==> config.mk <==
export PLATFORM = sky130hd
export DESIGN_NAME = boot_seq_top
export DESIGN_NICKNAME = d
export VERILOG_FILES = /design/src/rtl/boot_seq_pkg.sv /design/src/rtl/boot_mode_latch.sv /design/src/rtl/boot_host_watch.sv /design/src/rtl/boot_byte_loader.sv /design/src/rtl/boot_seq_top.sv
export SDC_FILE = /design/constraint.sdc
export NUM_CORES = 1
export LEC_CHECK = 0
export ABC_AREA = 0
export BUFFER_PORTS_ARGS = -buffer_cell sky130_fd_sc_hd__buf_2
export CORE_ASPECT_RATIO = 1.1
export CORE_UTILIZATION = 54
export DETAILED_ROUTE_END_ITERATION = 10
export PLACE_DENSITY = 0.82
export SLEW_MARGIN = 15
export SYNTH_ARGS = -nofsm -noshare
export SYNTH_HDL_FRONTEND = slang
export SYNTH_HIERARCHICAL = 1
export SYNTH_SLANG_ARGS = --single-unit
==> constraint.sdc <==
create_clock -name clk -period 4.7 [get_ports clk]
set_input_delay 0.94 -clock clk [delete_from_list [all_inputs] [get_ports clk]]
set_output_delay 0.94 -clock clk [all_outputs]
set_load 0.02 [all_outputs]
==> src/rtl/boot_seq_pkg.sv <==
package boot_seq_pkg;

  localparam int MODE_W = 4;

  typedef enum logic [1:0] {
    BOOT_NONE = 2'd0,
    BOOT_BYTE = 2'd1,
    BOOT_HOST = 2'd2
  } boot_kind_e;

  typedef enum logic [1:0] {
    ST_ARB  = 2'd0,
    ST_BYTE = 2'd1,
    ST_HOST = 2'd2,
    ST_RUN  = 2'd3
  } seq_state_e;

  typedef struct packed {
    boot_kind_e kind;
    logic       host_mode;
    logic       ext_start;
  } boot_cfg_t;

  // Bit 3 (D) plays no part in the choice of path.
  function automatic boot_cfg_t decode_mode(input logic [MODE_W-1:0] code);
    boot_cfg_t c;
    c.kind      = BOOT_NONE;
    c.host_mode = 1'b0;
    c.ext_start = 1'b0;
    case (code[2:0])
      3'b000: c.kind = BOOT_BYTE;
      3'b010: c.ext_start = 1'b1;
      3'b100: begin c.kind = BOOT_BYTE; c.host_mode = 1'b1; end
      3'b101: begin c.kind = BOOT_HOST; c.host_mode = 1'b1; end
      default: ;
    endcase
    return c;
  endfunction

endpackage

==> src/rtl/boot_mode_latch.sv <==
module boot_mode_latch
  import boot_seq_pkg::*;
(
  input  logic              clk,
  input  logic              rst_n,
  input  logic [MODE_W-1:0] mode_pins,
  output boot_cfg_t         cfg
);

  logic [MODE_W-1:0] mode_q;

  // Tracks the pins only while reset is held.
  always_ff @(posedge clk) begin
    if (!rst_n) mode_q <= mode_pins;
  end

  assign cfg = decode_mode(mode_q);

  // captured code is frozen once reset is gone
  a_r1_mode_frozen: assert property (@(posedge clk) disable iff (!rst_n)
    rst_n |=> $stable(mode_q));

endmodule

==> src/rtl/boot_host_watch.sv <==
module boot_host_watch #(
  parameter int PM_AW    = 14,
  parameter int TRIG_ADR = 0
) (
  input  logic             host_wr_en,
  input  logic [PM_AW-1:0] host_wr_addr,
  output logic             hit
);

  localparam logic [PM_AW-1:0] TRIG = PM_AW'(TRIG_ADR);

  assign hit = host_wr_en && (host_wr_addr == TRIG);

endmodule

==> src/rtl/boot_byte_loader.sv <==
module boot_byte_loader #(
  parameter int PM_AW   = 14,
  parameter int BYTE_AW = 22,
  parameter int WORD_W  = 24,
  parameter int NWORDS  = 32
) (
  input  logic               clk,
  input  logic               rst_n,
  input  logic               start,
  output logic               byte_rd_req,
  output logic [BYTE_AW-1:0] byte_addr,
  input  logic               byte_rd_valid,
  input  logic [7:0]         byte_rd_data,
  output logic               pm_wr_en,
  output logic [PM_AW-1:0]   pm_wr_addr,
  output logic [WORD_W-1:0]  pm_wr_data,
  output logic               done
);

  localparam int BPW     = WORD_W / 8;
  localparam int NBYTES  = NWORDS * BPW;
  localparam int CNT_W   = $clog2(NBYTES + 1);
  localparam int LANE_W  = (BPW > 1) ? $clog2(BPW) : 1;
  localparam int WIDX_W  = (NWORDS > 1) ? $clog2(NWORDS) : 1;
  localparam int SH_W    = WORD_W - 8;

  // Earlier bytes sit high: the first byte read ends up as the MSB.
  function automatic logic [WORD_W-1:0] join_word(input logic [SH_W-1:0] hi,
                                                  input logic [7:0] lo);
    return {hi, lo};
  endfunction

  function automatic logic [SH_W-1:0] shift_in(input logic [SH_W-1:0] hi,
                                               input logic [7:0] b);
    return {hi[SH_W-9:0], b};
  endfunction

  logic              busy;
  logic [CNT_W-1:0]  byte_cnt;
  logic [LANE_W-1:0] lane;
  logic [WIDX_W-1:0] word_idx;
  logic [SH_W-1:0]   shreg;

  logic accept, word_end, last_word;
  assign accept    = busy && byte_rd_valid;
  assign word_end  = (lane == LANE_W'(BPW - 1));
  assign last_word = (word_idx == WIDX_W'(NWORDS - 1));

  always_ff @(posedge clk) begin
    if (!rst_n) begin
      busy       <= 1'b0;
      byte_cnt   <= '0;
      lane       <= '0;
      word_idx   <= '0;
      shreg      <= '0;
      pm_wr_en   <= 1'b0;
      pm_wr_addr <= '0;
      pm_wr_data <= '0;
      done       <= 1'b0;
    end else begin
      pm_wr_en <= 1'b0;
      done     <= 1'b0;
      if (start && !busy) begin
        busy     <= 1'b1;
        byte_cnt <= '0;
        lane     <= '0;
        word_idx <= '0;
      end else if (accept) begin
        byte_cnt <= byte_cnt + CNT_W'(1);
        if (word_end) begin
          pm_wr_en   <= 1'b1;
          pm_wr_addr <= PM_AW'(word_idx);
          pm_wr_data <= join_word(shreg, byte_rd_data);
          lane       <= '0;
          word_idx   <= word_idx + WIDX_W'(1);
          if (last_word) begin
            busy <= 1'b0;
            done <= 1'b1;
          end
        end else begin
          shreg <= shift_in(shreg, byte_rd_data);
          lane  <= lane + LANE_W'(1);
        end
      end
    end
  end

  assign byte_rd_req = busy;
  assign byte_addr   = BYTE_AW'(byte_cnt);

  // an unanswered request keeps its address
  a_r4_req_held: assert property (@(posedge clk) disable iff (!rst_n)
    (byte_rd_req && !byte_rd_valid) |=> (byte_rd_req && $stable(byte_addr)));

  // reads never run past the boot image
  a_r4_addr_bound: assert property (@(posedge clk) disable iff (!rst_n)
    byte_rd_req |-> (byte_cnt < CNT_W'(NBYTES)));

  // completion coincides with a program write
  a_r5_done_with_write: assert property (@(posedge clk) disable iff (!rst_n)
    done |-> pm_wr_en);

endmodule

==> src/rtl/boot_seq_top.sv <==
module boot_seq_top
  import boot_seq_pkg::*;
#(
  parameter int PM_AW     = 14,
  parameter int BYTE_AW   = 22,
  parameter int WORD_W    = 24,
  parameter int NWORDS    = 32,
  parameter int INT_START = 0,
  parameter int EXT_START = 0
) (
  input  logic               clk,
  input  logic               rst_n,
  input  logic [3:0]         mode_pins,
  input  logic               bus_req,
  output logic               byte_rd_req,
  output logic [BYTE_AW-1:0] byte_addr,
  input  logic               byte_rd_valid,
  input  logic [7:0]         byte_rd_data,
  input  logic               host_wr_en,
  input  logic [PM_AW-1:0]   host_wr_addr,
  output logic               pm_wr_en,
  output logic [PM_AW-1:0]   pm_wr_addr,
  output logic [WORD_W-1:0]  pm_wr_data,
  output logic               core_hold,
  output logic               host_mode,
  output logic               boot_done,
  output logic               start_ext,
  output logic [PM_AW-1:0]   start_addr
);

  boot_cfg_t  cfg;
  seq_state_e st, st_nxt;
  logic       ld_start, ld_done, host_hit, release_ev;
  logic       hold_q, done_q, ext_q;
  logic [PM_AW-1:0] addr_q;

  boot_mode_latch u_latch (
    .clk       (clk),
    .rst_n     (rst_n),
    .mode_pins (mode_pins),
    .cfg       (cfg)
  );

  boot_host_watch #(.PM_AW(PM_AW), .TRIG_ADR(INT_START)) u_watch (
    .host_wr_en   (host_wr_en),
    .host_wr_addr (host_wr_addr),
    .hit          (host_hit)
  );

  boot_byte_loader #(
    .PM_AW(PM_AW), .BYTE_AW(BYTE_AW), .WORD_W(WORD_W), .NWORDS(NWORDS)
  ) u_loader (
    .clk           (clk),
    .rst_n         (rst_n),
    .start         (ld_start),
    .byte_rd_req   (byte_rd_req),
    .byte_addr     (byte_addr),
    .byte_rd_valid (byte_rd_valid),
    .byte_rd_data  (byte_rd_data),
    .pm_wr_en      (pm_wr_en),
    .pm_wr_addr    (pm_wr_addr),
    .pm_wr_data    (pm_wr_data),
    .done          (ld_done)
  );

  // Path selection happens once, on the first cycle the bus is free.
  always_comb begin
    st_nxt     = st;
    release_ev = 1'b0;
    ld_start   = 1'b0;
    case (st)
      ST_ARB: if (!bus_req) begin
        case (cfg.kind)
          BOOT_BYTE: begin st_nxt = ST_BYTE; ld_start = 1'b1; end
          BOOT_HOST: st_nxt = ST_HOST;
          default:   begin st_nxt = ST_RUN; release_ev = 1'b1; end
        endcase
      end
      ST_BYTE: if (ld_done)  begin st_nxt = ST_RUN; release_ev = 1'b1; end
      ST_HOST: if (host_hit) begin st_nxt = ST_RUN; release_ev = 1'b1; end
      default: ;
    endcase
  end

  always_ff @(posedge clk) begin
    if (!rst_n) begin
      st     <= ST_ARB;
      hold_q <= 1'b1;
      done_q <= 1'b0;
      ext_q  <= 1'b0;
      addr_q <= '0;
    end else begin
      st     <= st_nxt;
      done_q <= release_ev;
      if (release_ev) begin
        hold_q <= 1'b0;
        ext_q  <= cfg.ext_start;
        addr_q <= cfg.ext_start ? PM_AW'(EXT_START) : PM_AW'(INT_START);
      end
    end
  end

  assign core_hold  = hold_q;
  assign boot_done  = done_q;
  assign start_ext  = ext_q;
  assign start_addr = addr_q;
  assign host_mode  = cfg.host_mode;

  // no program write reaches a running core
  a_r5_hold_on_write: assert property (@(posedge clk) disable iff (!rst_n)
    pm_wr_en |-> core_hold);

  // done marks exactly the falling edge of the hold
  a_r8_done_edge: assert property (@(posedge clk) disable iff (!rst_n)
    boot_done |-> (!core_hold && $past(core_hold)));

  // host path stays held without a write to the trigger address
  a_r6_host_waits: assert property (@(posedge clk) disable iff (!rst_n)
    (st == ST_HOST && !host_hit) |=> core_hold);

  // a pending bus request keeps the sequencer idle
  a_r7_bus_idle: assert property (@(posedge clk) disable iff (!rst_n)
    (st == ST_ARB && bus_req) |=> (st == ST_ARB && !byte_rd_req && core_hold));

endmodule

==> results of run 1 <==
-- cells by family (layout without fill, tap and decap cells) --
group	Yosys count	in the layout	share of synthesized area [%]
buffers and inverters	68	96	13.4
AND/OR/NAND/NOR	134	134	20.5
XOR/XNOR	3	3	0.804
flip-flops	70	70	43.8
other	2	38	0.230
adder cells (fa/ha/maj)	10	10	3.83
multiplexers	4	4	1.22
AO/OA/AOI/OAI	83	83	16.2
-- metal layers --
metal / routed length, um / up-vias / track usage, %
li1: - / 1294 / -
met1: 2730 / 1252 / 23.7
met2: 3220 / 99 / 36.2
met3: 397 / 18 / 4.70
met4: 175 / 0 / 12.1
met5: 0 / - / 0
-- how the worst max path moves through the flow --
stage / to / cells after the start / start / slack [ns]
6_report: u_loader/word_idx[1]$_SDFFE_PP0P_ / 3 / rst_n / 2.56
5_1_grt: u_loader/byte_cnt[5]$_SDFFE_PP0P_ / 3 / rst_n / 2.37
4_1_cts: u_loader/pm_wr_data[20]$_SDFFE_PN0P_ / 4 / byte_rd_valid / 2.49
3_5_place_dp: u_loader/pm_wr_data[20]$_SDFFE_PN0P_ / 4 / byte_rd_valid / 2.11
3_3_place_gp: u_loader/word_idx[0]$_SDFFE_PP0P_ / 4 / byte_rd_valid / 2.15
2_1_floorplan: start_ext$_SDFFE_PN0P_ / 5 / host_wr_addr[8] / 2.79
-- area by class of cell --
class	count	area share, %
multi-input combinational	272	42.1
sequential	70	39.3
timing repair buffer	71	9.75
clock buffer	11	3.88
tap	77	2.64
clock inverter	4	1.30
inverter	10	1.03
-- cells in the mapped netlist --
cell type  count  share of area, %
a21boi_0      19               4.4
a21boi_1      26               6.0
a21oi_1       12               1.8
a22oi_1        1              0.23
and2_1         3              0.57
and2b_1        1              0.23
and2b_2        1              0.27
and3_1         1              0.19
and3b_2        1              0.31
and4_1         1              0.27
and4b_1        1              0.31
buf_2          8               1.2
buf_4         40               9.2
buf_6          3               1.0
clkbuf_1       6              0.69
clkbuf_2       1              0.15
conb_1         2              0.23
dfxtp_1       67                41
edfxtp_1       3               2.8
ha_1          10               3.8
inv_1         10               1.1
mux2i_1        4               1.2
nand2_1       74               8.5
nand2b_1       3              0.57
nand3_1       21               3.2
nand3b_1       3              0.69
nand4_1        1              0.19
nand4_2        2              0.77
nand4b_4       1              0.73
nor2_1         7              0.80
nor3b_1        1              0.23
nor3b_2        1              0.38
nor4_1         3              0.57
nor4bb_1       1              0.31
o21ai_0       25               3.8
or2b_1         1              0.23
or3_1          6               1.1
xnor2_1        2              0.54
xor2_1         1              0.27
-- stage by stage --
step | area (um^2) | setup slack (ns) | cells
6_report | 3640 | 2.56 | 515
5_1_grt | 3640 | 2.37 | 515
4_1_cts | 3640 | 2.49 | 515
3_5_place_dp | 3450 | 2.11 | 500
3_3_place_gp | 3450 | 2.15 | 500
2_1_floorplan | 3400 | 2.79 | 410
-- state kept, by name, summed over array words and instances, names as in the netlist, 2 cells and up --
| register | flops |
|---|---|
| u_loader/pm_wr_data | 24 |
| u_loader/word_idx | 5 |
| u_latch/mode_q | 3 |
| u_loader/lane | 2 |
| u_loader/shreg | 16 |
| u_loader/byte_cnt | 7 |
| st | 2 |
| u_loader/pm_wr_addr | 5 |
-- cell usage in the layout, fill, tap and decap left out, types with 2 or more instances in the layout --
master,count
a21boi_0,19
nand2_1,74
or3_1,6
inv_1,10
and2_1,3
buf_2,71
dfxtp_1,67
nor2_1,7
edfxtp_1,3
o21ai_0,25
a21boi_1,26
nand2b_1,3
ha_1,10
mux2i_1,4
xnor2_1,2
nand3b_1,3
nand4_2,2
nand3_1,21
conb_1,38
clkinv_2,2
a21oi_1,12
nor4_1,3
clkbuf_8,10
-- worst reg2reg max path, stage by stage (launching register included) --
cell,delay (ns)
edfxtp_1,0.43
and3b_2,0.23
inv_1,0.05
ha_1,0.17
nand2_1,0.07
nor2_1,0.15
nand2b_1,0.12
nand2_1,0.41
nor2_1,0.11
-- power breakdown --
| part | switching (mW) | internal [mW] |
|---|---|---|
| sequential | 0.0173 | 0.616 |
| clock | 0.221 | 0.255 |
| combinational | 0.112 | 0.0682 |
| total | 0.350 | 0.939 |
==> impl_results.md, run 1 <==
* Peak Freq at 468 MHz
* Yosys reg bits at 70
* Leakage at roughly 1.6 nW
* DR vias at 2663
* Hold EP: u_loader/pm_wr_addr[2]$_SDFFE_PN0P_
* Fin. max-slew vios at 0
* Sequential share of the synthesized area at a little over two fifths
* Post-layout min period at between 2 and 2.5 ns
* Final Power at between 1 and 1.5 mW
* CP Capture Type: flop
* # rows at 29
* Delay-heaviest family, CP: buffers and inverters
* RSZ-0062 raised after global routing: false
* Filler instances at 522
* Hold path start: u_loader/pm_wr_addr[2]$_SDFFE_PN0P_
* Skew final at around 0.0099 ns
* R2R depth at 8
* Worst path cell trace: buf_2, nand2_1, a21oi_1
* Crit Path Class: in -> reg
* Worst skew pair latency at around 0.35 ns
* Global-route wire length before repair at around 11 mm
* Die height at between 80 and 90 um
* Critical R2R Launch: u_latch/mode_q[0]$_DFFE_PN_
* Grt ovf at 0
* Placer's final routability congestion estimate at 0.744
* Pin count of the biggest net entering global routing at 60
* Core Box Area at 5810 um^2
* H-tree levels at 3
* Proportion of layout cells with a drive suffix above 1 at about a fifth
* Layout Utilization at between 60% and 70%
* Worst path slowest cell: buf_2
* Syn Inst Count at 374
* Final Hold Fails at 0
* Final wirelength at around 6.5 mm
* Die Footprint at between 6000 and 7000 um^2
* Area of the multi-input gates at roughly 1500 um^2
* Period utilisation layout at between 40% and 50%
* PwrDens at between 300 and 400 nW/um^2
* Synth warn at 6
* Initial antenna violation count at 0
* Crit path max fanout at just under 60
* Hold crit path type: reg -> reg
* VDD IR max at approximately 0.00019 V
* Max_slew headroom at between 40% and 50%
* Worst path bufs/invs at 1
* Mapped Area at about 3300 um^2
* CTS Buffer Depth at 2
* Routed Antenna Nets at 0
* DRC at 0
* Num CTS Buffers at 9
* Syn Area/Cell at between 8 and 9 um^2
* TritonCTS clock tree: yes
* Fin nets at roughly 480
* Number of port buffers at roughly 70
* Final hold slack at 0.452 ns
* RR Endpoint: u_loader/lane[0]$_SDFFE_PP0P_
* Drt wl/cell at roughly 13 um
* Max-cap viol count at 0
* # IOs at around 110
* CP arrival at 2.40 ns
* Starting DRT DRC Count at around 120
* Vias in the first global route at 2416
* Total track usage at 20.9%
* Status: finished clean
* Setup Fix Bufs, Post-CTS at 0
* Layout area overhead at 11.5%
* Count of cell types in the netlist at 39
* Final TNS setup at 0 ns
* Final setup violation count at 0
* Post-DP HPWL at approximately 4.3 mm
* Worst slew pin tran at approximately 0.84 ns
* Reg2reg setup slack at about 2.8 ns
* Critical Path Max Stage Delay at 0.62 ns
* Worst EP required at between 4 and 5 ns
* Die width at about 76 um
* CP Launch Type: input port
* Clock sink total at 70
* Reg clk slew, reported paths at about 0.08 ns
* Number of cells on the worst hold path at 2
* Cts repair resizes at 0
* Clock root buffer master: clkbuf_8
* Antenna cells at 0
* Vias per inst at around 5.2
* # hold bufs at CTS at 0
* First drt pass iteration count at 4
* Initial Util at between 50% and 60%
* Storage element area at 1430 um^2
Power figures use the tool's default switching activity.
==> inputs of run 2 (changes only) <==
Settings changed: CORE_UTILIZATION 54 to 45, PLACE_DENSITY 0.82 to 0.73.
Clock period 4.7 ns to 1.75 ns, I/O delays scaled along.
==> impl_results.md, run 2 (synthesis gave the netlist of run 1 again) <==
* Worst skew pair latency at approximately 0.34 ns
* Vias in the first global route at roughly 2400
* Final setup violation count at 0
* Num CTS Buffers at 9
* First drt pass iteration count at 4
* # hold bufs at CTS at 0
* Starting DRT DRC Count at ~110
* Total track usage at approximately 18%
* Post-DP HPWL at roughly 4.5 mm
* Worst EP required at 1.99 ns
* TritonCTS clock tree: yes
* Status: finished clean
* Crit path max fanout at 8
* Hold crit path type: in -> reg
* Final Instance Area at about 3800 um^2
* Proportion of layout cells with a drive suffix above 1 at between 20% and 30%
* Reg clk slew, reported paths at about 0.08 ns
* Routed Antenna Nets at 0
* DRC at 0
* Post-layout min period at 1.64 ns
* Clock root buffer master: clkbuf_8
* Commonest non-fill, non-tap cell in the layout: nand2_1
* CP Launch Type: flop
* CTS Buffer Depth at 2
* Final wirelength at about 6.5 mm
* Die height at about 91 um
* Skew final at between 0.008 and 0.009 ns
* GRT met3 Usage at 4.36%
* Cts repair resizes at 0
* Die Footprint at between 7000 and 8000 um^2
* Biggest regs: u_loader/pm_wr_data (24), u_loader/shreg (16), u_loader/byte_cnt (7)
* Period utilisation layout at 93.8%
* Grt ovf at 0
* Global-route wire length before repair at roughly 11 mm
* DP Worst Slack at approximately 0.15 ns
* H-tree levels at 3
* Drt wl/cell at between 10 and 15 um
* Number of port buffers at between 70 and 80
* Fin nets at 482
* CP Capture Type: flop
* Pin count of the biggest net entering global routing at 44
* Layout area overhead at 14.8%
* CP arrival at around 1.9 ns
* Cell Area, Placed at 3550 um^2
* Antenna cells at 0
* Met2 Usage GRT at between 30% and 40%
* Fin worst setup slack at 0.108 ns
* Met1 usage at 20.2%
* Worst slew pin tran at 0.592 ns
* Initial Util at between 40% and 50%
* RSZ-0062 raised after global routing: false
* Most flop-heavy register: u_loader/pm_wr_data
* DR vias at between 2000 and 3000
* Fin. max-slew vios at 0
* Max_slew headroom at 60.5%
* Final TNS setup at 0 ns
* # rows at 32
* Most frequent cells in the layout: nand2_1 (74), buf_2 (71), dfxtp_1 (67)
* PwrDens at between 900 and 1000 nW/um^2
* Gr busiest metal: met2
* # IOs at between 100 and 150
* Final Hold Fails at 0
* Clock sink total at 70
* Core Box Area at roughly 7000 um^2
* Reg2reg setup slack at 0.11 ns
* Setup Fix Bufs, Post-CTS at 0
* Largest register FFs at 24
* Leakage at around 1.6 nW
* Die width at ~83 um
* Placer's final routability congestion estimate at between 0.7 and 0.8
* VDD IR max at about 0.00058 V
* Max-cap viol count at 0
* Initial antenna violation count at 0
* Peak Freq at ~610 MHz
* Vias per inst at between 4 and 5
* Crit Path Class: reg -> reg
run 2: changes by cell type in the layout (fill, tap and decap cells not counted), sizes merged:
cell,previous run,this run
buf,71,78
clkinvlp,1,2
run 2: layout make-up:
cell class | instances | area (um^2)
Clock inverter | 5 | 58.8
Fill cell | 677 | 3250
Timing Repair Buffer | 78 | 445
Clock buffer | 11 | 141
Inverter | 10 | 37.5
Multi-Input combinational cell | 272 | 1530
Tap cell | 85 | 106
Sequential cell | 70 | 1430
run 2: per-stage QoR:
stage	cells	hold slack [ns]	power [mW]	util [%]
2_1_floorplan	410	0.426	2.16	-
3_3_place_gp	515	0.441	2.21	50.7
3_5_place_dp	515	0.443	2.23	50.7
4_1_cts	531	0.163	3.54	53.6
5_1_grt	531	0.158	3.69	53.6
6_report	531	0.179	3.51	53.6
run 2: final timing paths:
kind	startpoint	endpoint	depth (start not counted)
max	u_latch/mode_q[2]$_DFFE_PN_	u_loader/lane[0]$_SDFFE_PP0P_	9
min	mode_pins[1]	u_latch/mode_q[1]$_DFFE_PN_	1
max reg2reg	u_latch/mode_q[2]$_DFFE_PN_	u_loader/lane[0]$_SDFFE_PP0P_	9
min reg2reg	u_loader/pm_wr_data[21]$_SDFFE_PN0P_	u_loader/pm_wr_data[21]$_SDFFE_PN0P_	2
run 2: critical path, cell delays in order, from the launching register on:
cell	delay, ns
edfxtp_1	0.43
and3b_2	0.25
inv_1	0.05
ha_1	0.17
nand2_1	0.07
nor2_1	0.14
nand2b_1	0.12
nand2_1	0.10
buf_4	0.16
nor2_1	0.06
run 2: routing by layer:
layer,part of all wire (%),up-vias
li1,-,1310
met1,43,1231
met2,50,77
met3,5.6,13
met4,2.1,0
met5,0,-
run 2: where the power goes:
group / internal, mW / switching, mW
registers: 1.65 / 0.0512
logic: 0.194 / 0.294
clock network: 0.697 / 0.616
==> inputs of run 3 (changes only) <==
Settings changed: CORE_UTILIZATION 45 to 33, PLACE_DENSITY 0.73 to 0.55.
==> impl_results.md, run 3 (synthesis gave the netlist of run 1 again) <==
* Status: finished clean
* Grt ovf at 0
* Final Instance Area at between 3000 and 4000 um^2
* DRC at 0
* Non-filler instance count after layout at around 570
* Worst EP required at 1.98 ns
* # rows at 37
* Proportion of layout cells with a drive suffix above 1 at ~23%
* Vias per inst at about 4.6
* Storage element area at 1430 um^2
* Post-layout min period at 1.62 ns
* Num CTS Buffers at 9
* Routed Antenna Nets at 0
* Clock sink total at 70
* Final setup violation count at 0
* Fin. max-slew vios at 0
* Max-cap viol count at 0
* Vias in the first global route at 2500
* Worst path slowest cell: edfxtp_1
* Layout Utilization at between 40% and 50%
* Die height at 106 um
* Biggest regs: u_loader/pm_wr_data (24), u_loader/shreg (16), u_loader/byte_cnt (7)
* Cell Area, Placed at roughly 3600 um^2
* Die Footprint at a little over 10000 um^2
* CP Launch Type: flop
* Fin nets at between 400 and 500
* Skew final at between 0.008 and 0.009 ns
* CTS Buffer Depth at 2
* Largest register FFs at 24
* Filler instances at between 900 and 1000
* Post-DP HPWL at 4.85 mm
* Antenna cells at 0
* Die width at about 97 um
* Crit Path Class: reg -> reg
* Worst skew pair latency at ~0.34 ns
* Commonest non-fill, non-tap cell in the layout: nand2_1
* Final Power at 3.75 mW
* Leakage at around 1.6 nW
* Most frequent cells in the layout: nand2_1 (73), buf_2 (71), dfxtp_1 (67)
* CP arrival at about 1.9 ns
* Crit path max fanout at 6
* Total track usage at between 10% and 20%
* Fin worst setup slack at approximately 0.13 ns
* Critical Path Max Stage Delay at between 0.4 and 0.5 ns
* Period utilisation layout at 92.3%
* Area of the multi-input gates at roughly 1500 um^2
* Pin count of the biggest net entering global routing at 33
* Final hold slack at approximately 0.18 ns
* Global-route wire length before repair at 11.8 mm
* Placed cells at 550
* # IOs at 111
* Most flop-heavy register: u_loader/pm_wr_data
* Hold crit path type: in -> reg
* Worst path cell trace: and3b_2, inv_1, ha_1, nand2_1, nor2_1, nand2b_1, nand2_2, buf_4, a21oi_1
* Initial Util at 34.4%
* Core Box Area at roughly 9500 um^2
* Placer's final routability congestion estimate at approximately 0.76
* First drt pass iteration count at 4
* Layout area overhead at 18.2%
* Final wirelength at between 6 and 7 mm
* Initial antenna violation count at 0
* DP Worst Slack at approximately 0.13 ns
* PwrDens at just under 1000 nW/um^2
* DR vias at around 2600
* CP Capture Type: flop
* Peak Freq at 619 MHz
* Clock root buffer master: clkbuf_8
* VDD IR max at between 0.0004 and 0.0005 V
* Reg clk slew, reported paths at 0.08 ns
* H-tree levels at 3
* Final Hold Fails at 0
* Starting DRT DRC Count at 75
* # hold bufs at CTS at 0
* TritonCTS clock tree: yes
* Final TNS setup at 0 ns
* Number of port buffers at ~70
* Drt wl/cell at approximately 12 um
[run 3: cell types whose count changed in the layout (fill, tap and decap cells not counted), sizes merged]
cell,change
clkinvlp,-1
buf,+5
bufinv,+2
clkbuf,-1
[run 3: critical path, delay by kind of cell (launching register included)]
family          cells  cell delay (ns)
simple gates        5             0.68
flops               1             0.41
buf+inv             2             0.19
fa+ha+maj           1             0.17
compound gates      1             0.04
[run 3: where the power goes]
part / switching, mW / internal, mW
Sequential: 0.0446 / 1.65
Combinational: 0.303 / 0.202
Clock: 0.607 / 0.945
Total: 0.954 / 2.80
[run 3: worst paths after layout]
| path | startpoint | endpoint | slack (ns) | cells after the start |
|---|---|---|---|---|
| worst min register to register | u_loader/pm_wr_addr[0]$_SDFFE_PN0P_ | u_loader/pm_wr_addr[0]$_SDFFE_PN0P_ | 0.45 | 2 |
| worst max register to register | u_latch/mode_q[2]$_DFFE_PN_ | u_loader/word_idx[2]$_SDFFE_PP0P_ | 0.13 | 9 |
| worst min-delay path | mode_pins[1] | u_latch/mode_q[1]$_DFFE_PN_ | 0.18 | 1 |
| worst max-delay path | u_latch/mode_q[2]$_DFFE_PN_ | u_loader/word_idx[2]$_SDFFE_PP0P_ | 0.13 | 9 |
[run 3: area by class of cell]
cell class | count | area share, %
clock buffers | 10 | 3.30
clock inverters | 6 | 2.85
inverters | 10 | 0.972
multi-input cells | 272 | 39.8
flip-flops and latches | 70 | 37.0
well taps | 117 | 3.79
repair buffers | 83 | 12.3
[run 3: timing repair]
| item | in CTS | in global routing |
|---|---|---|
| endpoints found under the hold margin | 0 | 0 |
| buffers inserted | 0 | 2 |
| resized for setup | 0 | 2 |
| endpoints found under the setup margin | 0 | 13 |
[run 3: routing by layer]
| metal | GRT usage (%) | part of all wire [%] |
|---|---|---|
| met2 | 24.4 | 48 |
| met1 | 16.4 | 44 |
| met3 | 3.81 | 6.4 |
| met5 | 0 | 0 |
| met4 | 6.08 | 1.5 |
